`src/rtl/ldr_pkg.sv`:
```
package ldr_pkg;

   localparam int WORD_W = 64;
   localparam int OFF_W  = 3;

   typedef enum logic [1:0] {
      SZ_BYTE  = 2'd0,
      SZ_HALF  = 2'd1,
      SZ_WORD  = 2'd2,
      SZ_DWORD = 2'd3
   } ld_size_e;

   typedef struct packed {
      ld_size_e         size;
      logic             sgn;
      logic [OFF_W-1:0] off;
   } ld_fmt_t;

   // offset bits that must be zero for an access of this size
   function automatic logic misaligned(ld_size_e sz, logic [OFF_W-1:0] off);
      logic [OFF_W-1:0] mask;
      case (sz)
         SZ_BYTE: mask = 3'b000;
         SZ_HALF: mask = 3'b001;
         SZ_WORD: mask = 3'b011;
         default: mask = 3'b111;
      endcase
      return (off & mask) != '0;
   endfunction

   function automatic logic needs_slow(ld_size_e sz, logic sgn);
      return sgn && (sz != SZ_DWORD);
   endfunction

endpackage

```
`src/rtl/ldr_issue_ctl.sv`:
```
module ldr_issue_ctl
   import ldr_pkg::*;
#(
   parameter int TAG_W    = 4,
   parameter int LAT_HIT  = 2,
   parameter int LAT_SLOW = 3,
   parameter int WAIT_W   = 2
) (
   input  logic              clk,
   input  logic              rst_n,
   input  logic              accept,
   input  ld_fmt_t           fmt,
   input  logic [TAG_W-1:0]  tag,
   output logic              enq,
   output logic [WAIT_W-1:0] wait_init,
   output logic              trap_valid,
   output logic [TAG_W-1:0]  trap_tag
);

   logic bad;
   logic slow_mode;
   logic take_slow;

   assign bad       = misaligned(fmt.size, fmt.off);
   assign enq       = accept && !bad;
   assign take_slow = needs_slow(fmt.size, fmt.sgn) || slow_mode;
   // entries count down to the pop cycle; the output register adds one more
   assign wait_init = take_slow ? WAIT_W'(LAT_SLOW - 2) : WAIT_W'(LAT_HIT - 2);

   always_ff @(posedge clk or negedge rst_n) begin
      if (!rst_n) begin
         slow_mode  <= 1'b0;
         trap_valid <= 1'b0;
         trap_tag   <= '0;
      end else begin
         slow_mode  <= enq && take_slow;
         trap_valid <= accept && bad;
         if (accept && bad) trap_tag <= tag;
      end
   end

endmodule

```
`src/rtl/ldr_queue.sv`:
```
module ldr_queue
   import ldr_pkg::*;
#(
   parameter int TAG_W  = 4,
   parameter int DEPTH  = 4,
   parameter int WAIT_W = 2
) (
   input  logic              clk,
   input  logic              rst_n,
   input  logic              push,
   input  logic [TAG_W-1:0]  push_tag,
   input  ld_fmt_t           push_fmt,
   input  logic              push_has,
   input  logic [WORD_W-1:0] push_data,
   input  logic [WAIT_W-1:0] push_wait,
   input  logic              fill_valid,
   input  logic [WORD_W-1:0] fill_data,
   output logic              ready,
   output logic              pop,
   output logic [TAG_W-1:0]  head_tag,
   output ld_fmt_t           head_fmt,
   output logic [WORD_W-1:0] head_data
);

   localparam int PW = $clog2(DEPTH);
   localparam int CW = PW + 1;

   logic [PW-1:0]     rd_ptr, wr_ptr;
   logic [CW-1:0]     count;
   logic [DEPTH-1:0]  e_v, e_has, fill_sel;
   logic [TAG_W-1:0]  e_tag  [DEPTH];
   ld_fmt_t           e_fmt  [DEPTH];
   logic [WORD_W-1:0] e_data [DEPTH];
   logic [WAIT_W-1:0] e_wait [DEPTH];

   assign ready = count < CW'(DEPTH);

   // oldest entry still lacking data receives the refill
   always_comb begin
      logic          found;
      logic [PW-1:0] idx;
      found    = 1'b0;
      fill_sel = '0;
      for (int k = 0; k < DEPTH; k++) begin
         idx = rd_ptr + PW'(k);
         if (!found && e_v[idx] && !e_has[idx]) begin
            fill_sel[idx] = 1'b1;
            found         = 1'b1;
         end
      end
   end

   assign pop       = e_v[rd_ptr] && e_has[rd_ptr] && (e_wait[rd_ptr] == '0);
   assign head_tag  = e_tag[rd_ptr];
   assign head_fmt  = e_fmt[rd_ptr];
   assign head_data = e_data[rd_ptr];

   for (genvar i = 0; i < DEPTH; i++) begin : g_ent
      logic              v, has;
      logic [TAG_W-1:0]  tag;
      ld_fmt_t           fmt;
      logic [WORD_W-1:0] data;
      logic [WAIT_W-1:0] wcnt;
      logic              here_wr, here_rd;

      assign here_wr = push && (wr_ptr == PW'(i));
      assign here_rd = pop && (rd_ptr == PW'(i));

      always_ff @(posedge clk or negedge rst_n) begin
         if (!rst_n) begin
            v    <= 1'b0;
            has  <= 1'b0;
            tag  <= '0;
            fmt  <= '0;
            data <= '0;
            wcnt <= '0;
         end else if (here_wr) begin
            v    <= 1'b1;
            has  <= push_has;
            tag  <= push_tag;
            fmt  <= push_fmt;
            data <= push_data;
            wcnt <= push_wait;
         end else begin
            if (here_rd) v <= 1'b0;
            if (wcnt != '0) wcnt <= wcnt - WAIT_W'(1);
            if (fill_valid && fill_sel[i]) begin
               data <= fill_data;
               has  <= 1'b1;
            end
         end
      end

      assign e_v[i]    = v;
      assign e_has[i]  = has;
      assign e_tag[i]  = tag;
      assign e_fmt[i]  = fmt;
      assign e_data[i] = data;
      assign e_wait[i] = wcnt;
   end

   always_ff @(posedge clk or negedge rst_n) begin
      if (!rst_n) begin
         rd_ptr <= '0;
         wr_ptr <= '0;
         count  <= '0;
      end else begin
         if (push) wr_ptr <= wr_ptr + PW'(1);
         if (pop)  rd_ptr <= rd_ptr + PW'(1);
         count <= count + CW'(push) - CW'(pop);
      end
   end

endmodule

```
`src/rtl/ldr_extend.sv`:
```
module ldr_extend
   import ldr_pkg::*;
#(
   parameter bit BIG_ENDIAN = 1'b0
) (
   input  ld_fmt_t           fmt,
   input  logic [WORD_W-1:0] raw,
   output logic [WORD_W-1:0] value
);

   logic [3:0]        nbytes;
   logic [5:0]        shamt;
   logic [WORD_W-1:0] field;

   always_comb begin
      case (fmt.size)
         SZ_BYTE: nbytes = 4'd1;
         SZ_HALF: nbytes = 4'd2;
         SZ_WORD: nbytes = 4'd4;
         default: nbytes = 4'd8;
      endcase
   end

   if (BIG_ENDIAN) begin : g_be
      logic [3:0] lane;
      assign lane  = 4'd8 - {1'b0, fmt.off} - nbytes;
      assign shamt = {lane[2:0], 3'b000};
   end else begin : g_le
      assign shamt = {fmt.off, 3'b000};
   end

   assign field = raw >> shamt;

   always_comb begin
      case (fmt.size)
         SZ_BYTE: value = fmt.sgn ? {{56{field[7]}},  field[7:0]}  : {56'd0, field[7:0]};
         SZ_HALF: value = fmt.sgn ? {{48{field[15]}}, field[15:0]} : {48'd0, field[15:0]};
         SZ_WORD: value = fmt.sgn ? {{32{field[31]}}, field[31:0]} : {32'd0, field[31:0]};
         default: value = field;
      endcase
   end

endmodule

```
`src/rtl/ldr_return_unit.sv`:
```
module ldr_return_unit
   import ldr_pkg::*;
#(
   parameter int TAG_W      = 4,
   parameter int DEPTH      = 4,
   parameter int LAT_HIT    = 2,
   parameter int LAT_SLOW   = 3,
   parameter bit BIG_ENDIAN = 1'b0
) (
   input  logic             clk,
   input  logic             rst_n,
   input  logic             ld_valid,
   output logic             ld_ready,
   input  logic [TAG_W-1:0] ld_tag,
   input  logic [1:0]       ld_size,
   input  logic             ld_signed,
   input  logic [2:0]       ld_offset,
   input  logic             ld_hit,
   input  logic [63:0]      ld_hit_data,
   input  logic             fill_valid,
   input  logic [63:0]      fill_data,
   output logic             wb_valid,
   output logic [TAG_W-1:0] wb_tag,
   output logic [63:0]      wb_data,
   output logic             trap_valid,
   output logic [TAG_W-1:0] trap_tag
);

   localparam int WAIT_W = $clog2(LAT_SLOW + 1);

   if (TAG_W < 1)                     begin : g_bad_tag   $error("TAG_W must be at least 1"); end
   if (DEPTH < 4)                     begin : g_bad_depth $error("DEPTH must be at least 4"); end
   if ((DEPTH & (DEPTH - 1)) != 0)    begin : g_bad_pow2  $error("DEPTH must be a power of two"); end
   if (LAT_HIT < 2)                   begin : g_bad_hit   $error("LAT_HIT must be at least 2"); end
   if (LAT_SLOW <= LAT_HIT)           begin : g_bad_slow  $error("LAT_SLOW must exceed LAT_HIT"); end

   ld_fmt_t           fmt_in, head_fmt;
   logic              accept, enq, pop;
   logic [WAIT_W-1:0] wait_init;
   logic [TAG_W-1:0]  head_tag;
   logic [WORD_W-1:0] head_data, ext_data;

   assign fmt_in = '{size: ld_size_e'(ld_size), sgn: ld_signed, off: ld_offset};
   assign accept = ld_valid && ld_ready;

   ldr_issue_ctl #(
      .TAG_W(TAG_W), .LAT_HIT(LAT_HIT), .LAT_SLOW(LAT_SLOW), .WAIT_W(WAIT_W)
   ) u_issue (
      .clk(clk), .rst_n(rst_n), .accept(accept), .fmt(fmt_in), .tag(ld_tag),
      .enq(enq), .wait_init(wait_init),
      .trap_valid(trap_valid), .trap_tag(trap_tag)
   );

   ldr_queue #(
      .TAG_W(TAG_W), .DEPTH(DEPTH), .WAIT_W(WAIT_W)
   ) u_queue (
      .clk(clk), .rst_n(rst_n),
      .push(enq), .push_tag(ld_tag), .push_fmt(fmt_in),
      .push_has(ld_hit), .push_data(ld_hit_data), .push_wait(wait_init),
      .fill_valid(fill_valid), .fill_data(fill_data),
      .ready(ld_ready), .pop(pop),
      .head_tag(head_tag), .head_fmt(head_fmt), .head_data(head_data)
   );

   ldr_extend #(.BIG_ENDIAN(BIG_ENDIAN)) u_ext (
      .fmt(head_fmt), .raw(head_data), .value(ext_data)
   );

   always_ff @(posedge clk or negedge rst_n) begin
      if (!rst_n) begin
         wb_valid <= 1'b0;
         wb_tag   <= '0;
         wb_data  <= '0;
      end else begin
         wb_valid <= pop;
         if (pop) begin
            wb_tag  <= head_tag;
            wb_data <= ext_data;
         end
      end
   end

endmodule

```
`config.mk`:
```
export PLATFORM = sky130hd
export DESIGN_NAME = ldr_return_unit
export DESIGN_NICKNAME = d
export VERILOG_FILES = /design/src/rtl/ldr_pkg.sv /design/src/rtl/ldr_issue_ctl.sv /design/src/rtl/ldr_queue.sv /design/src/rtl/ldr_extend.sv /design/src/rtl/ldr_return_unit.sv
export SDC_FILE = /design/constraint.sdc
export NUM_CORES = 1
export LEC_CHECK = 0
export BUFFER_PORTS_ARGS = -buffer_cell sky130_fd_sc_hd__buf_4
export CORE_ASPECT_RATIO = 1.75
export CORE_MARGIN = 5
export CORE_UTILIZATION = 43
export DETAILED_ROUTE_END_ITERATION = 16
export PLACE_DENSITY_LB_ADDON = 0.05
export SETUP_SLACK_MARGIN = 0.1
export SYNTH_ARGS = -nofsm -noshare
export SYNTH_HDL_FRONTEND = slang
export SYNTH_SLANG_ARGS = --single-unit
export TNS_END_PERCENT = 30
```
`constraint.sdc`:
```
create_clock -name clk -period 3.79 [get_ports clk]
set_input_delay 0.1895 -clock clk [delete_from_list [all_inputs] [get_ports clk]]
set_output_delay 0.1895 -clock clk [all_outputs]
set_load 0.03 [all_outputs]
```
==> results of run 1 <==
==> repair_timing <==
item | 4_1_cts | 5_1_grt
hold buffers | 150 | 0
setup endpoints to repair | 0 | 10
buffers inserted | 0 | 1
resized for setup | 0 | 2
endpoints found under the hold margin | 395 | 0
==> registers in the layout, summed over array words and instances (netlist names) <==
| register | count |
|---|---|
| wb_data | 64 |
| u_queue.wr_ptr | 2 |
| u_queue.e_fmt | 24 |
| u_queue.count | 3 |
| u_queue.g_ent.data | 256 |
| u_queue.g_ent.v | 4 |
| u_queue.rd_ptr | 2 |
| u_queue.g_ent.has | 4 |
| wb_tag | 4 |
| u_issue.slow_mode | 1 |
| u_issue.trap_valid | 1 |
| u_queue.g_ent.tag | 16 |
| wb_valid | 1 |
| u_issue.trap_tag | 4 |
| u_queue.g_ent.wcnt | 8 |
==> cell families (layout without fill, tap and decap cells) <==
group | after synthesis | in the layout | synth area share, %
and+or+nand+nor | 881 | 881 | 17.1
AOI/OAI and AO/OA | 717 | 717 | 18.8
DFF | 394 | 394 | 44.9
buffers and inverters | 265 | 531 | 5.07
muxes | 168 | 168 | 12.7
adders and majority gates | 19 | 19 | 1.12
xor gates and xnor gates | 8 | 8 | 0.319
other | 0 | 1 | 0
==> worst paths after layout <==
path,endpoint,start,cells past startpoint,slack [ns]
setup / recovery,u_queue.g_ent[0].data[24],u_queue.rd_ptr[1],9,0.26
setup reg to reg,u_queue.g_ent[0].data[24],u_queue.rd_ptr[1],9,0.26
min in group asynchronous,wb_data[48],rst_n,2,0.28
hold reg to reg,u_queue.e_fmt[23],u_queue.e_fmt[23],2,0.47
hold / removal,u_issue.trap_tag[2],ld_valid,4,0.14
max in group asynchronous,u_queue.g_ent[0].data[34],rst_n,3,2.53
==> tightest hold or removal path: cells and delay by family <==
family / cells / cell delay [ns]
AND/OR/NAND/NOR: 3 / 0.36
buffers and inverters: 1 / 0.11
==> area by class of cell <==
cell class,instances,area share (%)
Multi-Input combinational cell,1793,41.0
Sequential cell,394,36.5
Timing Repair Buffer,441,14.4
Clock buffer,61,4.51
Tap cell,666,3.08
Inverter,21,0.291
Clock inverter,8,0.203
Antenna cell,1,0.00925
==> routing by layer <==
metal  track usage [%]  vias up  share of wire, %
met5                 0        -             0.015
met4              15.1        2               5.6
met3              5.25      254               8.3
met2              53.1     1179                50
met1              37.6    10477                36
li1                  -     9331                 -
==> placed cells by master (no fill, tap or decap), types with 12 or more instances in the layout <==
cell and count:
a21oi_1 90, dlygate4sd3_1 150, mux2_2 26, inv_1 20
mux2i_1 54, clkbuf_16 41, nand2_1 192, clkbuf_8 12
ha_1 18, a31oi_1 281, mux4_2 85, buf_4 272
buf_12 16, o21ai_0 297, nand3_1 256, nor2_1 383
dfrtp_1 392
==> metrics by stage <==
step	util (%)	hold WS (ns)	cell area, µm²	setup WS [ns]
2_1_floorplan	-	-0.106	22000	0.464
3_3_place_gp	48.0	0.317	24300	0.479
3_5_place_dp	48.0	0.319	24300	0.481
4_1_cts	53.5	0.136	27000	0.121
5_1_grt	53.5	0.175	27100	0.137
6_report	53.5	0.145	27100	0.261
==> power breakdown <==
part | switching, W | internal, W | leakage, nW
sequential | 0.00127 | 0.00643 | 4.78
clock | 0.00178 | 0.00222 | 0.622
combinational | 0.00986 | 0.00647 | 6.39
total | 0.0129 | 0.0151 | 11.8
==> flow_summary.json, run 1 <==
{
  "status": "finished, final reports clean",
  "layout.cells.non_filler": 3385,
  "fin_crit_sh_pct": 93.1,
  "critical_path_class": "flip-flop to flip-flop",
  "fmax_mhz": 283,
  "peakVddDrop_v": 0.000591,
  "synth_area_per_cell_um2": 8.95,
  "drt_wl_total_um": 88200,
  "critPathArrivalTime_ns": 4.02,
  "synthFlopType": "dfrtp_1",
  "async_flop_share_pct": 100,
  "synth_top_area_share_pct": 44.9,
  "core-area_mm2": 0.0506,
  "skew_ns": 0.0172,
  "worst_pin_slew_ns": 1.10,
  "synth_edf_count": 0,
  "grt_max_degree": 123,
  "min_period_ns": 3.53,
  "synth_cell_types": 49,
  "synthCells": 2452,
  "hold_class": "input port to flip-flop",
  "htree_levels": 2,
  "grt_pass1_vias": 21479,
  "areaGrowthSynthToFinish_pct": 23.3,
  "antenna_found_initial": 4,
  "pin_count": 218,
  "place_hpwl_um": 54900,
  "powerDensity_mw_per_mm2": 1040,
  "ant_nets": 0,
  "portBuffers": 217,
  "p_leak_nw": 11.8,
  "num_vias": 21243,
  "dieHeight_um": 309,
  "netlist_area_mm2": 0.0220,
  "regArea_mm2": 0.00987,
  "dr.pass1.iters": 7,
  "initial_utilization_pct": 43.4,
  "nets": 2854,
  "die-area_mm2": 0.0559,
  "clk_latency_ns": 0.57,
  "synth_seq_cells": 394,
  "rsz0062_at_grt": "false",
  "cpMostUsedCell": "buf_12",
  "required_ns": 4.29,
  "setup_viol": 0,
  "cts_max_path_buffers": 3,
  "ys_top_cells_by_count": "dfrtp_1 (394), nor2_1 (383), o21ai_0 (298), a31oi_1 (285), nand3_1 (260)",
  "synth-seq-area-share_pct": 44.9,
  "dp_cells": 3164,
  "cp_max_fo": 59,
  "cts_tree": "yes",
  "yosysTopAreaCell": "dfrtp_1",
  "cpLargestDelayFamily": "buffers and inverters",
  "synth_nets": 2614,
  "vias_per_cell": 6.28,
  "numCtsBuffers": 41,
  "ys_warn_count": 0,
  "grt_overflow": 0,
  "crit_path_max_incr_delay_ns": 0.57,
  "cts.sinks": 394,
  "drc": 0,
  "cts_root_buffer": "clkbuf_16",
  "grt.total_usage_pct": 30.8,
  "drv_slew": 0,
  "start_kind": "flip-flop",
  "max-cap-violations": 0,
  "p_total_w": 0.0280,
  "synth_area_leaders": "dfrtp_1 (45%), mux4_2 (8.8%), a31oi_1 (8.1%)",
  "grt_pass1_wl_um": 134000,
  "drt_iter0_markers": 2233,
  "rows": 109,
  "crit_buf_inv": 3,
  "finalHoldViolCount": 0,
  "crit_path_end_kind": "flip-flop",
  "clk_pin_slew_ns": 0.06,
  "worstPathCellList": "buf_12 -> mux4_2 -> nor2b_1 -> a2111oi_4 -> and3_2 -> buf_12 -> o21ai_0 -> a31oi_1 -> dlygate4sd3_1",
  "die_w_um": 181,
  "synth.most_common_cell": "dfrtp_1",
  "timing.setup.tns_ns": 0,
  "drive_gt1_share_pct": 18.2,
  "multi_input_area_mm2": 0.0111,
  "gp_congestion": 0.900,
  "num-fill-cells": 4662,
  "critPathSlowestCell": "a2111oi_4",
  "wire_per_inst_um": 26.1,
  "max-slew-margin-rel_pct": 26.7
}
Note: power is estimated with default switching activity, not from simulation.
==> inputs of run 2 (changes only) <==
Settings changed: ABC_CLOCK_PERIOD_IN_PS set to 3790, BUFFER_PORTS_ARGS -buffer_cell sky130_fd_sc_hd__buf_4 to -buffer_cell sky130_fd_sc_hd__buf_2.
==> flow_summary.json, run 2 (synthesis gave the netlist of run 1 again) <==
{
  "antenna_found_initial": 3,
  "drive_gt1_share_pct": 18.1,
  "cts_max_path_buffers": 3,
  "die-area_mm2": 0.0559,
  "place_hpwl_um": 53800,
  "setup_viol": 0,
  "max-cap-violations": 0,
  "finalHoldViolCount": 0,
  "initial_utilization_pct": 43.4,
  "grt.total_usage_pct": 30.8,
  "layout_setup_ws_ns": 0.385,
  "drt_wl_total_um": 88200,
  "peakVddDrop_v": 0.000610,
  "portBuffers": 217,
  "vias_per_cell": 6.26,
  "layout.cells.non_filler": 3375,
  "hold_class": "input port to flip-flop",
  "cts_root_buffer": "clkbuf_16",
  "dp_cells": 3158,
  "grt_pass1_vias": 21215,
  "num_vias": 21142,
  "max-slew-margin-rel_pct": 29.4,
  "cp_max_fo": 22,
  "post_cts_buffers": 0,
  "clk_pin_slew_ns": 0.06,
  "status": "finished, final reports clean",
  "cts_tree": "yes",
  "max_flop_register": "u_queue.g_ent.data",
  "dr.pass1.iters": 6,
  "required_ns": 4.26,
  "timing.setup.tns_ns": 0,
  "ant_nets": 0,
  "grt_overflow": 0,
  "ctsHoldBuffers": 140,
  "critPathArrivalTime_ns": 3.87,
  "pin_count": 218,
  "grt_pass1_wl_um": 134000,
  "dieHeight_um": 309,
  "htree_levels": 2,
  "nets": 2838,
  "drt_iter0_markers": 1850,
  "gp_congestion": 0.854,
  "largest_reg_flops": 256,
  "min_period_ns": 3.40,
  "fin_crit_sh_pct": 89.8,
  "crit_path_end_kind": "flip-flop",
  "min_from": "ld_valid",
  "final_common_cell": "dfrtp_1",
  "start_kind": "flip-flop",
  "skew_ns": 0.0119,
  "core-area_mm2": 0.0506,
  "drv_slew": 0,
  "numCtsBuffers": 42,
  "startpoint": "u_queue.rd_ptr[0]",
  "powerDensity_mw_per_mm2": 1050,
  "fmax_mhz": 294,
  "p_leak_nw": 11.7,
  "rows": 109,
  "areaGrowthSynthToFinish_pct": 21.4,
  "rrSetupSlack_ns": 0.39,
  "clk_latency_ns": 0.56,
  "rsz0062_at_grt": "false",
  "drc": 0,
  "die_w_um": 181,
  "worst_pin_slew_ns": 1.06,
  "r2r_start": "u_queue.rd_ptr[0]",
  "wire_per_inst_um": 26.1,
  "dp_slack_ns": 0.391,
  "cts_resized": 0,
  "grt_max_degree": 123,
  "critical_path_class": "flip-flop to flip-flop",
  "cts.sinks": 394,
  "layout_common_cells": "dfrtp_1 (392), nor2_1 (383), o21ai_0 (298), a31oi_1 (281), nand3_1 (256)"
}
[run 2: changes by cell type in the layout (fill, tap and decap cells not counted), moves of 4 or more]
cell           previous run  this run
clkbuf_1                  8        12
dlygate4sd3_1           150       140
buf_4                   272        39
bufinv_16                 0         4
buf_12                   16        28
buf_2                     0       216
[run 2: area by class of cell]
type                    instances  area [µm²]
inverters                      21        78.8
clock inverters                 9         149
multi-input cells            1793       11100
well taps                     666         833
repair buffers                424        3350
flip-flops and latches        394        9870
diodes                          3        7.51
fillers                      4583       23900
clock buffers                  65        1260
[run 2: final timing paths]
| kind | to | depth (start not counted) |
|---|---|---|
| max | u_queue.g_ent[3].data[17] | 7 |
| max reg2reg | u_queue.g_ent[3].data[17] | 7 |
| min | u_issue.trap_tag[1] | 4 |
| max in group asynchronous | u_queue.rd_ptr[0] | 3 |
| min reg2reg | wb_tag[3] | 2 |
| min in group asynchronous | wb_data[21] | 2 |
[run 2: worst max-delay path: stages, from the launching register on]
cell,delay [ns]
dfrtp_4,0.67
mux4_2,0.58
nand2b_1,0.27
o21ai_0,0.43
a31o_2,0.69
buf_4,0.37
nand3_1,0.11
a31oi_1,0.20
[run 2: power breakdown]
group	switching (W)	internal (W)
clock	0.00180	0.00255
combinational	0.00982	0.00614
sequential	0.00130	0.00643
[run 2: through the flow]
step / utilization, % / hold slack, ns / area [µm²] / total power, W
floorplan: - / -0.106 / 22000 / 0.0182
global placement: 47.1 / 0.341 / 23800 / 0.0232
finish: 52.7 / 0.139 / 26600 / 0.0280
global route: 52.7 / 0.145 / 26600 / 0.0296
detailed placement: 47.1 / 0.347 / 23800 / 0.0235
CTS: 52.7 / 0.118 / 26600 / 0.0280
[run 2: routing by layer]
metal / global-route usage, % / vias to the layer above / wire length, µm
li1: - / 9314 / -
met1: 37.9 / 10469 / 33200
met2: 52.4 / 1128 / 43700
met3: 5.26 / 231 / 6620
met4: 15.4 / 0 / 4640
met5: 0 / - / 0
==> inputs of run 3 (changes only) <==
Settings changed: ABC_AREA set to 1, GPL_TIMING_DRIVEN set to 1, SLEW_MARGIN set to 0.
==> flow_summary.json, run 3 <==
{
  "status": "finished, final reports clean",
  "p_sw_share_pct": 52.6,
  "clkPwrFrac_pct": 14.4,
  "clk_latency_ns": 0.58,
  "combinationalPowerShare_pct": 60.0,
  "die-area_mm2": 0.0603,
  "synth_area_leaders": "dfrtp_1 (41%), nand2_1 (23%), nand3_1 (10%)",
  "yosysTopAreaCell": "dfrtp_1",
  "start_kind": "flip-flop",
  "grt.total_usage_pct": 28.2,
  "pin_count": 218,
  "layout_common_cells": "nand2_1 (1,426), nand3_1 (485), dfrtp_1 (392), o21ai_0 (369), buf_2 (216)",
  "synth_nets": 3617,
  "timing.setup.tns_ns": 0,
  "drc": 0,
  "grt.busiest_layer": "met2",
  "dr.pass1.iters": 6,
  "place_hpwl_um": 54800,
  "synth.area.mux_share_pct": 0,
  "synth-seq-area-share_pct": 41.5,
  "areaGrowthSynthToFinish_pct": 13.9,
  "drv_slew": 0,
  "grt_max_degree": 218,
  "synthFlopType": "dfrtp_1",
  "grtUsageMet3_pct": 3.02,
  "critPathArrivalTime_ns": 3.59,
  "synthAdderAreaFrac_pct": 1.03,
  "required_ns": 4.29,
  "htree_levels": 2,
  "sequentialPowerShare_pct": 25.6,
  "num_vias": 23597,
  "ctsHoldBuffers": 79,
  "cts.sinks": 394,
  "grt_use_met1_pct": 36.2,
  "die_w_um": 188,
  "async_flop_share_pct": 100,
  "use_met2_pct": 50.1,
  "ys_top_cells_by_count": "nand2_1 (1,438), nand3_1 (485), dfrtp_1 (394), o21ai_0 (369), inv_1 (152)",
  "crit_path_end_kind": "flip-flop",
  "setup_viol": 0,
  "grt_pass1_wl_um": 136000,
  "cts_resized": 0,
  "core-area_mm2": 0.0551,
  "largest_reg_flops": 256,
  "clk_pin_slew_ns": 0.06,
  "layout_setup_ws_ns": 0.702,
  "cts_max_path_buffers": 3,
  "synth_top_area_share_pct": 41.5,
  "ys_warn_count": 0,
  "synth_edf_count": 0,
  "internal_power_w": 0.0138,
  "rows": 114,
  "p_leak_nw": 14.5,
  "post_cts_buffers": 0,
  "grt_pass1_vias": 22959,
  "peakVddDrop_v": 0.000595,
  "synth_xor_area_share_pct": 0.295,
  "synth_top_family_by_area": "simple AND/OR/NAND/NOR gates",
  "cts_root_buffer": "clkbuf_16",
  "hold_class": "input port to flip-flop",
  "vias_per_cell": 5.47,
  "drt_iter0_markers": 2044,
  "powerDensity_mw_per_mm2": 1080,
  "initial_utilization_pct": 43.2,
  "dp_slack_ns": 0.690,
  "max-cap-violations": 0,
  "synth_cell_types": 39,
  "min_period_ns": 3.09,
  "numCtsBuffers": 42,
  "synth_compound_area_share_pct": 10.1,
  "synth_area_per_cell_um2": 6.88,
  "max_flop_register": "u_queue.g_ent.data",
  "portBuffers": 217,
  "fmax_mhz": 324,
  "wire_per_inst_um": 20.1,
  "max-slew-margin-rel_pct": 28.6,
  "whs_ns": 0.0236,
  "ant_nets": 0,
  "dieHeight_um": 321,
  "grt_overflow": 0,
  "critical_path_class": "flip-flop to flip-flop",
  "drt_wl_total_um": 86600,
  "fin_crit_sh_pct": 81.5,
  "synth.most_common_cell": "nand2_1",
  "synth_simple_gate_area_share_pct": 38.1,
  "switchingPower_w": 0.0154,
  "worst_pin_slew_ns": 1.07,
  "finalHoldViolCount": 0,
  "drive_gt1_share_pct": 12.1,
  "synth_seq_cells": 394,
  "netlist_area_mm2": 0.0238,
  "nets": 3749,
  "synthCells": 3455,
  "cts_tree": "yes",
  "rsz0062_at_grt": "false",
  "antenna_found_initial": 5,
  "final_common_cell": "nand2_1",
  "cp_max_fo": 100,
  "gp_congestion": 0.957,
  "skew_ns": 0.0283
}
==> run 3: area by class of cell <==
class                           instances  area (µm²)
Fill cell                            5701       28000
Tap cell                              696         871
Antenna cell                            2        5.00
Clock inverter                          9         104
Multi-Input combinational cell       2640       11800
Timing Repair Buffer                  349        2550
Inverter                              160         603
Clock buffer                           66        1240
Sequential cell                       394        9870
==> run 3: stage by stage <==
stage	utilization [%]	cell area, µm²	std cells	total power, W
after floorplan	-	23800	3455	0.0194
after global placement	45.3	24900	4160	0.0247
after detailed placement	45.3	24900	4160	0.0249
after CTS	49.2	27100	4314	0.0293
after global routing	49.2	27100	4315	0.0315
final	49.2	27100	4316	0.0292
==> run 3: final timing paths <==
check	end	depth (start not counted)	from	slack, ns
max	wb_data[33]	12	u_queue.rd_ptr[0]	0.70
max reg2reg	wb_data[33]	12	u_queue.rd_ptr[0]	0.70
max in group asynchronous	u_queue.g_ent[0].data[7]	3	rst_n	2.59
min	u_queue.g_ent[3].data[13]	5	ld_hit_data[13]	0.02
min reg2reg	u_queue.count[2]	1	u_queue.count[1]	0.48
min in group asynchronous	u_queue.g_ent[1].data[34]	2	rst_n	0.21
==> run 3: power groups by stage <==
stage               Combinational, W  Clock [W]  Sequential, W
floorplan                     0.0114          0        0.00799
global placement              0.0172          0        0.00750
detailed placement            0.0174          0        0.00755
CTS                           0.0175    0.00430        0.00748
global route                  0.0193    0.00443        0.00772
finish                        0.0175    0.00420        0.00749
==> run 3: metal layers <==
layer,vias to the layer above,wire length (µm)
met5,-,21
met4,4,2770
met3,134,4500
met2,841,43500
met1,11282,35800
li1,11336,-
==> run 3: cells by family (layout without fill, tap and decap cells) <==
family,after synthesis,after routing
DFF,394,394
other,0,2
xor gates and xnor gates,8,8
adders and majority gates,19,19
AOI/OAI and AO/OA,462,462
and+or+nand+nor,2151,2151
buffers and inverters,421,584
==> run 3: critical path, stage by stage (launching register included) <==
cell and delay, ns:
dfrtp_4 0.53, inv_4 0.24, buf_12 0.40, nor2_1 0.07, o21ai_0 0.57, nand2_1 0.15
nand2_1 0.11, nand2_1 0.12, o21ai_0 0.29, a21oi_1 0.19, nand3_2 0.11, nand2_1 0.05
inv_1 0.04
